## src/rtl/i2c_quick_pkg.sv

```systemverilog
package i2c_quick_pkg;

  localparam int ADDR_BITS  = 7;
  localparam int FRAME_BITS = ADDR_BITS + 1;

  // Phase lengths in nanoseconds, per speed
  localparam int STD_HOLD_NS  = 4000;
  localparam int STD_SETUP_NS = 4000;
  localparam int STD_LOW_NS   = 4700;
  localparam int STD_HIGH_NS  = 4000;
  localparam int STD_FREE_NS  = 4700;
  localparam int FST_HOLD_NS  = 600;
  localparam int FST_SETUP_NS = 600;
  localparam int FST_LOW_NS   = 1300;
  localparam int FST_HIGH_NS  = 600;
  localparam int FST_FREE_NS  = 1300;

  typedef enum logic [1:0] {
    RES_ACK     = 2'd0,
    RES_NACK    = 2'd1,
    RES_STUCK   = 2'd2,
    RES_INVALID = 2'd3
  } qcResult_e;

  typedef enum logic [2:0] {
    TM_FREE,
    TM_HOLD,
    TM_HALF,
    TM_LOW,
    TM_HIGH,
    TM_SETUP
  } qcTime_e;

  // Strobes from the sequencer to the datapath
  typedef struct packed {
    logic    capture;
    logic    load;
    qcTime_e timeSel;
    logic    sclPull;
    logic    sclRelease;
    logic    sdaPull;
    logic    sdaRelease;
    logic    sdaBit;
    logic    shift;
    logic    sampleAck;
    logic    toRun;
  } qcStrobe_t;

  // ceil(ns * kHz / 1e6)
  function automatic int nsToCycles(input int ns, input int clkKhz);
    longint prod;
    prod = longint'(ns) * longint'(clkKhz);
    return int'((prod + longint'(999999)) / longint'(1000000));
  endfunction

endpackage

```

## src/rtl/i2c_quick_dp.sv

```systemverilog
module i2c_quick_dp
  import i2c_quick_pkg::*;
#(
  parameter int CLK_KHZ     = 125000,
  parameter int TIMEOUT_CYC = 4096,
  parameter int SYNC_STAGES = 2
) (
  input  logic                 clk,
  input  logic                 rstN,
  input  qcStrobe_t            stb,
  input  logic [ADDR_BITS-1:0] addrReq,
  input  logic                 readReq,
  input  logic                 fastMode,
  input  logic                 sclIn,
  input  logic                 sdaIn,
  output logic                 sclDrvLow,
  output logic                 sdaDrvLow,
  output logic                 cntZero,
  output logic                 sclHigh,
  output logic                 sdaHigh,
  output logic                 toExpired,
  output logic                 bitLast,
  output logic                 nackSeen
);

  localparam int S_HOLD_C  = nsToCycles(STD_HOLD_NS,    CLK_KHZ);
  localparam int S_SETUP_C = nsToCycles(STD_SETUP_NS,   CLK_KHZ);
  localparam int S_LOW_C   = nsToCycles(STD_LOW_NS,     CLK_KHZ);
  localparam int S_HALF_C  = nsToCycles(STD_LOW_NS / 2, CLK_KHZ);
  localparam int S_HIGH_C  = nsToCycles(STD_HIGH_NS,    CLK_KHZ);
  localparam int S_FREE_C  = nsToCycles(STD_FREE_NS,    CLK_KHZ);
  localparam int F_HOLD_C  = nsToCycles(FST_HOLD_NS,    CLK_KHZ);
  localparam int F_SETUP_C = nsToCycles(FST_SETUP_NS,   CLK_KHZ);
  localparam int F_LOW_C   = nsToCycles(FST_LOW_NS,     CLK_KHZ);
  localparam int F_HALF_C  = nsToCycles(FST_LOW_NS / 2, CLK_KHZ);
  localparam int F_HIGH_C  = nsToCycles(FST_HIGH_NS,    CLK_KHZ);
  localparam int F_FREE_C  = nsToCycles(FST_FREE_NS,    CLK_KHZ);

  localparam int MAX_C = (S_FREE_C > S_LOW_C) ? S_FREE_C : S_LOW_C;
  localparam int CNT_W = $clog2(MAX_C + 1);
  localparam int TO_W  = $clog2(TIMEOUT_CYC + 1);
  localparam int BIT_W = $clog2(FRAME_BITS + 1);

  // Line synchronizers
  logic [SYNC_STAGES-1:0] sclSync;
  logic [SYNC_STAGES-1:0] sdaSync;

  genvar g;
  generate
    for (g = 0; g < SYNC_STAGES; g++) begin : g_sync
      if (g == 0) begin : g_first
        always_ff @(posedge clk) begin
          if (!rstN) begin
            sclSync[0] <= 1'b1;
            sdaSync[0] <= 1'b1;
          end else begin
            sclSync[0] <= sclIn;
            sdaSync[0] <= sdaIn;
          end
        end
      end else begin : g_next
        always_ff @(posedge clk) begin
          if (!rstN) begin
            sclSync[g] <= 1'b1;
            sdaSync[g] <= 1'b1;
          end else begin
            sclSync[g] <= sclSync[g-1];
            sdaSync[g] <= sdaSync[g-1];
          end
        end
      end
    end
  endgenerate

  assign sclHigh = sclSync[SYNC_STAGES-1];
  assign sdaHigh = sdaSync[SYNC_STAGES-1];

  // Phase counter
  logic             fastSel;
  logic [CNT_W-1:0] cnt;
  logic [CNT_W-1:0] loadVal;

  always_comb begin
    unique case (stb.timeSel)
      TM_FREE:  loadVal = fastSel ? CNT_W'(F_FREE_C - 1)  : CNT_W'(S_FREE_C - 1);
      TM_HOLD:  loadVal = fastSel ? CNT_W'(F_HOLD_C - 1)  : CNT_W'(S_HOLD_C - 1);
      TM_HALF:  loadVal = fastSel ? CNT_W'(F_HALF_C - 1)  : CNT_W'(S_HALF_C - 1);
      TM_LOW:   loadVal = fastSel ? CNT_W'(F_LOW_C - 1)   : CNT_W'(S_LOW_C - 1);
      TM_HIGH:  loadVal = fastSel ? CNT_W'(F_HIGH_C - 1)  : CNT_W'(S_HIGH_C - 1);
      TM_SETUP: loadVal = fastSel ? CNT_W'(F_SETUP_C - 1) : CNT_W'(S_SETUP_C - 1);
      default:  loadVal = '0;
    endcase
  end

  always_ff @(posedge clk) begin
    if (!rstN) begin
      cnt <= '0;
    end else if (stb.load) begin
      cnt <= loadVal;
    end else if (cnt != '0) begin
      cnt <= cnt - 1'b1;
    end
  end

  assign cntZero = (cnt == '0);

  // Frame shifter
  logic [FRAME_BITS-1:0] shReg;
  logic [BIT_W-1:0]      bitCnt;

  always_ff @(posedge clk) begin
    if (!rstN) begin
      shReg    <= '0;
      bitCnt   <= '0;
      fastSel  <= 1'b0;
      nackSeen <= 1'b0;
    end else begin
      if (stb.capture) begin
        shReg    <= {addrReq, readReq};
        bitCnt   <= '0;
        fastSel  <= fastMode;
        nackSeen <= 1'b0;
      end else if (stb.shift) begin
        shReg  <= {shReg[FRAME_BITS-2:0], 1'b0};
        bitCnt <= bitCnt + 1'b1;
      end
      if (stb.sampleAck && bitLast) begin
        nackSeen <= sdaHigh;
      end
    end
  end

  assign bitLast = (bitCnt == BIT_W'(FRAME_BITS));

  // Line enables
  always_ff @(posedge clk) begin
    if (!rstN) begin
      sclDrvLow <= 1'b0;
      sdaDrvLow <= 1'b0;
    end else begin
      if (stb.sclPull) begin
        sclDrvLow <= 1'b1;
      end else if (stb.sclRelease) begin
        sclDrvLow <= 1'b0;
      end
      if (stb.sdaPull) begin
        sdaDrvLow <= 1'b1;
      end else if (stb.sdaRelease) begin
        sdaDrvLow <= 1'b0;
      end else if (stb.sdaBit) begin
        sdaDrvLow <= bitLast ? 1'b0 : ~shReg[FRAME_BITS-1];
      end
    end
  end

  // Line-high timeout
  logic [TO_W-1:0] toCnt;

  always_ff @(posedge clk) begin
    if (!rstN) begin
      toCnt <= '0;
    end else if (!stb.toRun) begin
      toCnt <= '0;
    end else if (!toExpired) begin
      toCnt <= toCnt + 1'b1;
    end
  end

  assign toExpired = (toCnt == TO_W'(TIMEOUT_CYC - 1));

endmodule

```

## src/rtl/i2c_quick_ctrl.sv

```systemverilog
module i2c_quick_ctrl
  import i2c_quick_pkg::*;
(
  input  logic       clk,
  input  logic       rstN,
  input  logic       startReq,
  input  logic       tenBitReq,
  input  logic       cntZero,
  input  logic       sclHigh,
  input  logic       sdaHigh,
  input  logic       toExpired,
  input  logic       bitLast,
  input  logic       nackSeen,
  output qcStrobe_t  stb,
  output logic       busy,
  output logic       done,
  output logic [1:0] result
);

  typedef enum logic [3:0] {
    ST_IDLE,
    ST_FREE,
    ST_BUF,
    ST_HOLD,
    ST_LOWA,
    ST_LOWB,
    ST_RISE,
    ST_HIGH,
    ST_STOPLOW,
    ST_STOPRISE,
    ST_SETUP,
    ST_TAIL
  } qcState_e;

  qcState_e  state, nxt;
  logic      finish;
  qcResult_e code;

  always_comb begin
    stb    = '0;
    nxt    = state;
    finish = 1'b0;
    code   = RES_ACK;
    unique case (state)
      ST_IDLE: begin
        if (startReq) begin
          if (tenBitReq) begin
            finish = 1'b1;
            code   = RES_INVALID;
          end else begin
            stb.capture    = 1'b1;
            stb.sclRelease = 1'b1;
            stb.sdaRelease = 1'b1;
            nxt            = ST_FREE;
          end
        end
      end
      ST_FREE: begin
        stb.toRun = 1'b1;
        if (sclHigh && sdaHigh) begin
          stb.load    = 1'b1;
          stb.timeSel = TM_FREE;
          nxt         = ST_BUF;
        end else if (toExpired) begin
          finish = 1'b1;
          code   = RES_STUCK;
          nxt    = ST_IDLE;
        end
      end
      ST_BUF: begin
        if (cntZero) begin
          stb.sdaPull = 1'b1;
          stb.load    = 1'b1;
          stb.timeSel = TM_HOLD;
          nxt         = ST_HOLD;
        end
      end
      ST_HOLD: begin
        if (cntZero) begin
          stb.sclPull = 1'b1;
          stb.load    = 1'b1;
          stb.timeSel = TM_HALF;
          nxt         = ST_LOWA;
        end
      end
      ST_LOWA: begin
        if (cntZero) begin
          stb.sdaBit  = 1'b1;
          stb.load    = 1'b1;
          stb.timeSel = TM_HALF;
          nxt         = ST_LOWB;
        end
      end
      ST_LOWB: begin
        if (cntZero) begin
          stb.sclRelease = 1'b1;
          nxt            = ST_RISE;
        end
      end
      ST_RISE: begin
        stb.toRun = 1'b1;
        if (sclHigh) begin
          stb.sampleAck = 1'b1;
          stb.load      = 1'b1;
          stb.timeSel   = TM_HIGH;
          nxt           = ST_HIGH;
        end else if (toExpired) begin
          finish = 1'b1;
          code   = RES_STUCK;
          nxt    = ST_IDLE;
        end
      end
      ST_HIGH: begin
        if (cntZero) begin
          stb.sclPull = 1'b1;
          stb.load    = 1'b1;
          if (bitLast) begin
            stb.sdaPull = 1'b1;
            stb.timeSel = TM_LOW;
            nxt         = ST_STOPLOW;
          end else begin
            stb.shift   = 1'b1;
            stb.timeSel = TM_HALF;
            nxt         = ST_LOWA;
          end
        end
      end
      ST_STOPLOW: begin
        if (cntZero) begin
          stb.sclRelease = 1'b1;
          nxt            = ST_STOPRISE;
        end
      end
      ST_STOPRISE: begin
        stb.toRun = 1'b1;
        if (sclHigh) begin
          stb.load    = 1'b1;
          stb.timeSel = TM_SETUP;
          nxt         = ST_SETUP;
        end else if (toExpired) begin
          finish = 1'b1;
          code   = RES_STUCK;
          nxt    = ST_IDLE;
        end
      end
      ST_SETUP: begin
        if (cntZero) begin
          stb.sdaRelease = 1'b1;
          stb.load       = 1'b1;
          stb.timeSel    = TM_FREE;
          nxt            = ST_TAIL;
        end
      end
      ST_TAIL: begin
        if (cntZero) begin
          finish = 1'b1;
          code   = nackSeen ? RES_NACK : RES_ACK;
          nxt    = ST_IDLE;
        end
      end
      default: nxt = ST_IDLE;
    endcase
    // Any early end lets go of both lines
    if (finish && code == RES_STUCK) begin
      stb.sclRelease = 1'b1;
      stb.sdaRelease = 1'b1;
      stb.sclPull    = 1'b0;
      stb.sdaPull    = 1'b0;
    end
  end

  always_ff @(posedge clk) begin
    if (!rstN) begin
      state  <= ST_IDLE;
      done   <= 1'b0;
      result <= RES_ACK;
    end else begin
      state <= nxt;
      done  <= finish;
      if (finish) begin
        result <= code;
      end
    end
  end

  assign busy = (state != ST_IDLE);

endmodule

```

## src/rtl/i2c_quick_master.sv

```systemverilog
module i2c_quick_master
  import i2c_quick_pkg::*;
#(
  parameter int CLK_KHZ     = 125000,
  parameter int TIMEOUT_CYC = 4096,
  parameter int SYNC_STAGES = 2
) (
  input  logic                 clk,
  input  logic                 rstN,
  input  logic                 startReq,
  input  logic [ADDR_BITS-1:0] addrReq,
  input  logic                 readReq,
  input  logic                 tenBitReq,
  input  logic                 fastMode,
  input  logic                 sclIn,
  input  logic                 sdaIn,
  output logic                 sclDrvLow,
  output logic                 sdaDrvLow,
  output logic                 busy,
  output logic                 done,
  output logic [1:0]           result
);

  qcStrobe_t stb;
  logic cntZero, sclHigh, sdaHigh, toExpired, bitLast, nackSeen;

  i2c_quick_ctrl u_ctrl (
    .clk       (clk),
    .rstN      (rstN),
    .startReq  (startReq),
    .tenBitReq (tenBitReq),
    .cntZero   (cntZero),
    .sclHigh   (sclHigh),
    .sdaHigh   (sdaHigh),
    .toExpired (toExpired),
    .bitLast   (bitLast),
    .nackSeen  (nackSeen),
    .stb       (stb),
    .busy      (busy),
    .done      (done),
    .result    (result)
  );

  i2c_quick_dp #(
    .CLK_KHZ     (CLK_KHZ),
    .TIMEOUT_CYC (TIMEOUT_CYC),
    .SYNC_STAGES (SYNC_STAGES)
  ) u_dp (
    .clk       (clk),
    .rstN      (rstN),
    .stb       (stb),
    .addrReq   (addrReq),
    .readReq   (readReq),
    .fastMode  (fastMode),
    .sclIn     (sclIn),
    .sdaIn     (sdaIn),
    .sclDrvLow (sclDrvLow),
    .sdaDrvLow (sdaDrvLow),
    .cntZero   (cntZero),
    .sclHigh   (sclHigh),
    .sdaHigh   (sdaHigh),
    .toExpired (toExpired),
    .bitLast   (bitLast),
    .nackSeen  (nackSeen)
  );

endmodule

```

## config.mk

```make
export PLATFORM = sky130hd
export DESIGN_NAME = i2c_quick_master
export DESIGN_NICKNAME = d
export VERILOG_FILES = /design/src/rtl/i2c_quick_pkg.sv /design/src/rtl/i2c_quick_dp.sv /design/src/rtl/i2c_quick_ctrl.sv /design/src/rtl/i2c_quick_master.sv
export SDC_FILE = /design/constraint.sdc
export NUM_CORES = 1
export LEC_CHECK = 0
export ABC_AREA = 1
export BUFFER_PORTS_ARGS = -buffer_cell sky130_fd_sc_hd__buf_2
export CAP_MARGIN = 30
export CELL_PAD_IN_SITES_DETAIL_PLACEMENT = 0
export CELL_PAD_IN_SITES_GLOBAL_PLACEMENT = 2
export CORE_UTILIZATION = 35
export CTS_CLUSTER_SIZE = 8
export DETAILED_ROUTE_END_ITERATION = 8
export HOLD_SLACK_MARGIN = 0.1
export PLACE_DENSITY = 0.86
export SYNTH_ARGS = -nofsm -noshare
export SYNTH_HDL_FRONTEND = slang
export SYNTH_HIERARCHICAL = 1
export SYNTH_SLANG_ARGS = --single-unit
```

## constraint.sdc

```tcl
create_clock -name clk -period 6.3 [get_ports clk]
set_clock_uncertainty 0.1 [all_clocks]
set_input_delay 1.26 -clock clk [delete_from_list [all_inputs] [get_ports clk]]
set_output_delay 1.26 -clock clk [all_outputs]
set_load 0.01 [all_outputs]
```

==> impl_metrics.csv <==
group,metric,value,unit
placement,dp_hpwl,5.262,mm
synth,synth.distinct_cells,38,
detailed_routing,drtIter0Drc,97,
timing,max_freq,375.0,MHz
synth,synth-simple-area-share,40.65,%
timing,slew_violations,0,
cells_and_area,finalInstanceArea,0.003293,sq mm
synth,synthAdderAreaFrac,1.696,%
global_route,grt_pass1_vias,2666,
synth,ys.flop_type,"dfxtp_1",
cts,clk_path_buf_depth,2,
critical_path,cp-start-kind,"flop",
critical_path,crit_fanout,6,
floorplanning,die_height,93.83,um
timing,fin_crit_sh,42.33,%
outcome,outcome,"completed",
cells_and_area,n_antenna_cell,0,
detailed_routing,drcViolationCount,0,
timing,slew_headroom,68.63,%
synth,ys_warn_count,6,
synth,synth_compound_area_share,12.38,%
cts,cts_setup_buffers,0,
detailed_routing,antenna_left,0,
timing,hold_violations,0,
detailed_routing,vias,2825,
floorplanning,initial_core_util,36.10,%
synth,synth_xor_area_share,0.5935,%
cells_and_area,drive_gt1_share,14.26,%
detailed_routing,drtPass1Iterations,4,
timing,period_minus_slack,2.667,ns
synth,synth_edf_count,0,
synth,syn-num-nets,481,
critical_path,cp.required,4.94,ns
floorplanning,die_area,0.008804,sq mm
synth,ys_seq_area_share,33.91,%
timing,worstMarginPinSlew,0.4706,ns
synth,syn_area,0.002952,sq mm
cts,clkTransAtPathRegs,0.10,ns
global_route,antenna_found_initial,0,
floorplanning,die_w,93.83,um
global_route,grt-ovfl-total,0,
power_and_ir_drop,power_density,366.9,mW/mm^2
power_and_ir_drop,peakVddDrop,0.1253,mV
detailed_routing,postRouteWirelength,6.845,mm
global_route,grt_pass1_wl,11.85,mm
power_and_ir_drop,total_power,1.208,mW
critical_path,path_cells,"nor2_1 -> nand2_2 -> buf_2",
global_route,grtUsageTotal,16.80,%
critical_path,cpPeakStageDelay,0.41,ns
cells_and_area,area_delta_synth_final,11.57,%
flow_run,max_cap_violations,0,
critical_path,endpoint_kind,"output port",
cts,cts_made_buffers,5,
timing,rsz0062_at_grt,"false",
placement,placed_cells,581,
cts,cts.sinks,50,
timing,setup_viol,0,
synth,ys_async_sr_fraction,0,%
placement,portBuffers,20,
global_route,grt_max_degree,25,
cts,cts-root-buf,"clkbuf_8",
detailed_routing,viasPerCell,4.796,
synth,synthMuxAreaShare,0,%
critical_path,cp_slowest_cell,"dfxtp_1",
power_and_ir_drop,leakage,1.567,nW
cells_and_area,nNetsFinal,502,
floorplanning,num_rows,33,
synth,synth_top_family_by_area,"simple AND/OR/NAND/NOR gates",
timing,fin_setup_tns,0,ns
critical_path,cp.arrival,1.31,ns
synth,avgSynthCellArea,6.389,sq um
cells_and_area,fin_cells,589,
critical_path,path_class,"reg -> out",
detailed_routing,wl_per_cell,11.62,um
cts,cts_tree,"done",
floorplanning,pin_count,21,
floorplanning,core_area,0.008175,sq mm
cts,clk-insertion-delay-late,0.31,ns
synth,synth-seq-cells,50,
placement,place.gp.congestion,0.8230,
cts,htree_levels,2,
placement,placed_area,0.003151,sq mm
timing,fin_hold_ws,0.3186,ns
cts,hold_buffers,0,
worst_hold_path,hp-class,"reg -> reg",
synth,synthCells,462,
cts,post_cts_resized,0,
==> critical path: cells and delay by family (launching register included) <==
| kind | cells | cell delay, ns |
|---|---|---|
| and+or+nand+nor | 2 | 0.43 |
| buffers and inverters | 1 | 0.15 |
| DFF | 1 | 0.41 |
==> cells in the final DEF, fill, tap and decap left out, types with 6 or more instances in the layout <==
cell,Yosys,routed
nand4_1,8,8
inv_1,63,63
nor2_1,65,65
a21oi_1,18,18
nand2_1,118,118
buf_2,2,20
o211ai_1,8,8
dfxtp_1,50,50
nand2_2,6,6
o21ai_1,8,8
o21ai_0,13,13
clkbuf_8,0,6
inv_2,11,11
a31oi_1,6,6
nand3_1,40,40
==> layer usage <==
metal | vias up | wire length, um | track usage (%)
li1 | 1502 | - | -
met3 | 6 | 259 | 2.832
met4 | 0 | 74 | 3.974
met2 | 44 | 3085 | 27.98
met1 | 1273 | 3425 | 22.46
met5 | - | 0 | 0
==> worst paths after layout <==
check | start | to | slack, ns | cells past startpoint
worst min-delay path | u_dp/sclSync[0]$_SDFF_PN1_ | u_dp/sclHigh$_SDFF_PN1_ | 0.32 | 1
worst max register to register | u_dp/cnt[0]$_SDFFE_PN0P_ | u_dp/cnt[9]$_SDFFE_PN0P_ | 3.69 | 16
worst min register to register | u_dp/sclSync[0]$_SDFF_PN1_ | u_dp/sclHigh$_SDFF_PN1_ | 0.32 | 1
worst max-delay path | u_ctrl/state[3]$_SDFFE_PN0P_ | busy | 3.63 | 3
==> registers in the layout, indices dropped and copies added (netlist names) <==
register        count
u_dp/sclSync        1
u_ctrl/done         1
u_dp/cnt           10
u_dp/sclDrvLow      1
u_dp/fastSel        1
u_dp/sdaSync        1
u_dp/bitCnt         4
u_dp/shReg          8
u_ctrl/result       2
u_dp/sclHigh        1
u_dp/toCnt         13
u_dp/nackSeen       1
u_dp/sdaDrvLow      1
u_ctrl/state        4
u_dp/sdaHigh        1
==> logic make-up (layout without fill, tap and decap cells) <==
| family | count (synthesis) | after routing |
|---|---|---|
| compound gates | 62 | 62 |
| xor+xnor | 2 | 2 |
| fa+ha+maj | 4 | 4 |
| buf+inv | 81 | 103 |
| flops | 50 | 50 |
| simple gates | 263 | 263 |
==> layout make-up <==
type                    count  area [sq um]
fillers                   927          4882
multi-input cells         331          1633
flip-flops and latches     50          1001
inverters                  74         277.8
well taps                 105         131.4
repair buffers             21         107.6
clock buffers               6         82.58
clock inverters             2         60.06
==> where the power goes <==
part           switching, mW  internal [mW]  total, mW
Combinational          0.341          0.177      0.517
Clock                  0.112          0.169      0.282
Sequential            0.0464          0.363      0.409
Total                  0.499          0.709       1.21
==> cells in the mapped netlist, types with 4 or more instances <==
| cell | count | area [sq um] |
|---|---|---|
| nor2_1 | 65 | 244.0 |
| o21ai_1 | 8 | 40.04 |
| dfxtp_1 | 50 | 1001 |
| o211ai_1 | 8 | 60.06 |
| nand4_1 | 8 | 50.05 |
| o21ai_0 | 13 | 65.06 |
| or2_2 | 5 | 31.28 |
| nor2_2 | 5 | 31.28 |
| a21oi_1 | 18 | 90.09 |
| nand3_1 | 40 | 200.2 |
| nand2_1 | 118 | 442.9 |
| inv_1 | 63 | 236.5 |
| nand2_2 | 6 | 37.54 |
| a31oi_1 | 6 | 37.54 |
| ha_1 | 4 | 50.05 |
| nor2_4 | 4 | 45.04 |
| inv_2 | 11 | 41.29 |
==> per-stage QoR <==
| step | setup slack (ns) | util, % |
|---|---|---|
| finish | 3.633 | 40.28 |
| global route | 3.361 | 40.28 |
| global placement | 3.640 | 38.54 |
| CTS | 3.604 | 40.28 |
| floorplan | 3.862 | - |
| detailed placement | 3.613 | 38.54 |
Note: power is estimated with default switching activity, not from simulation.
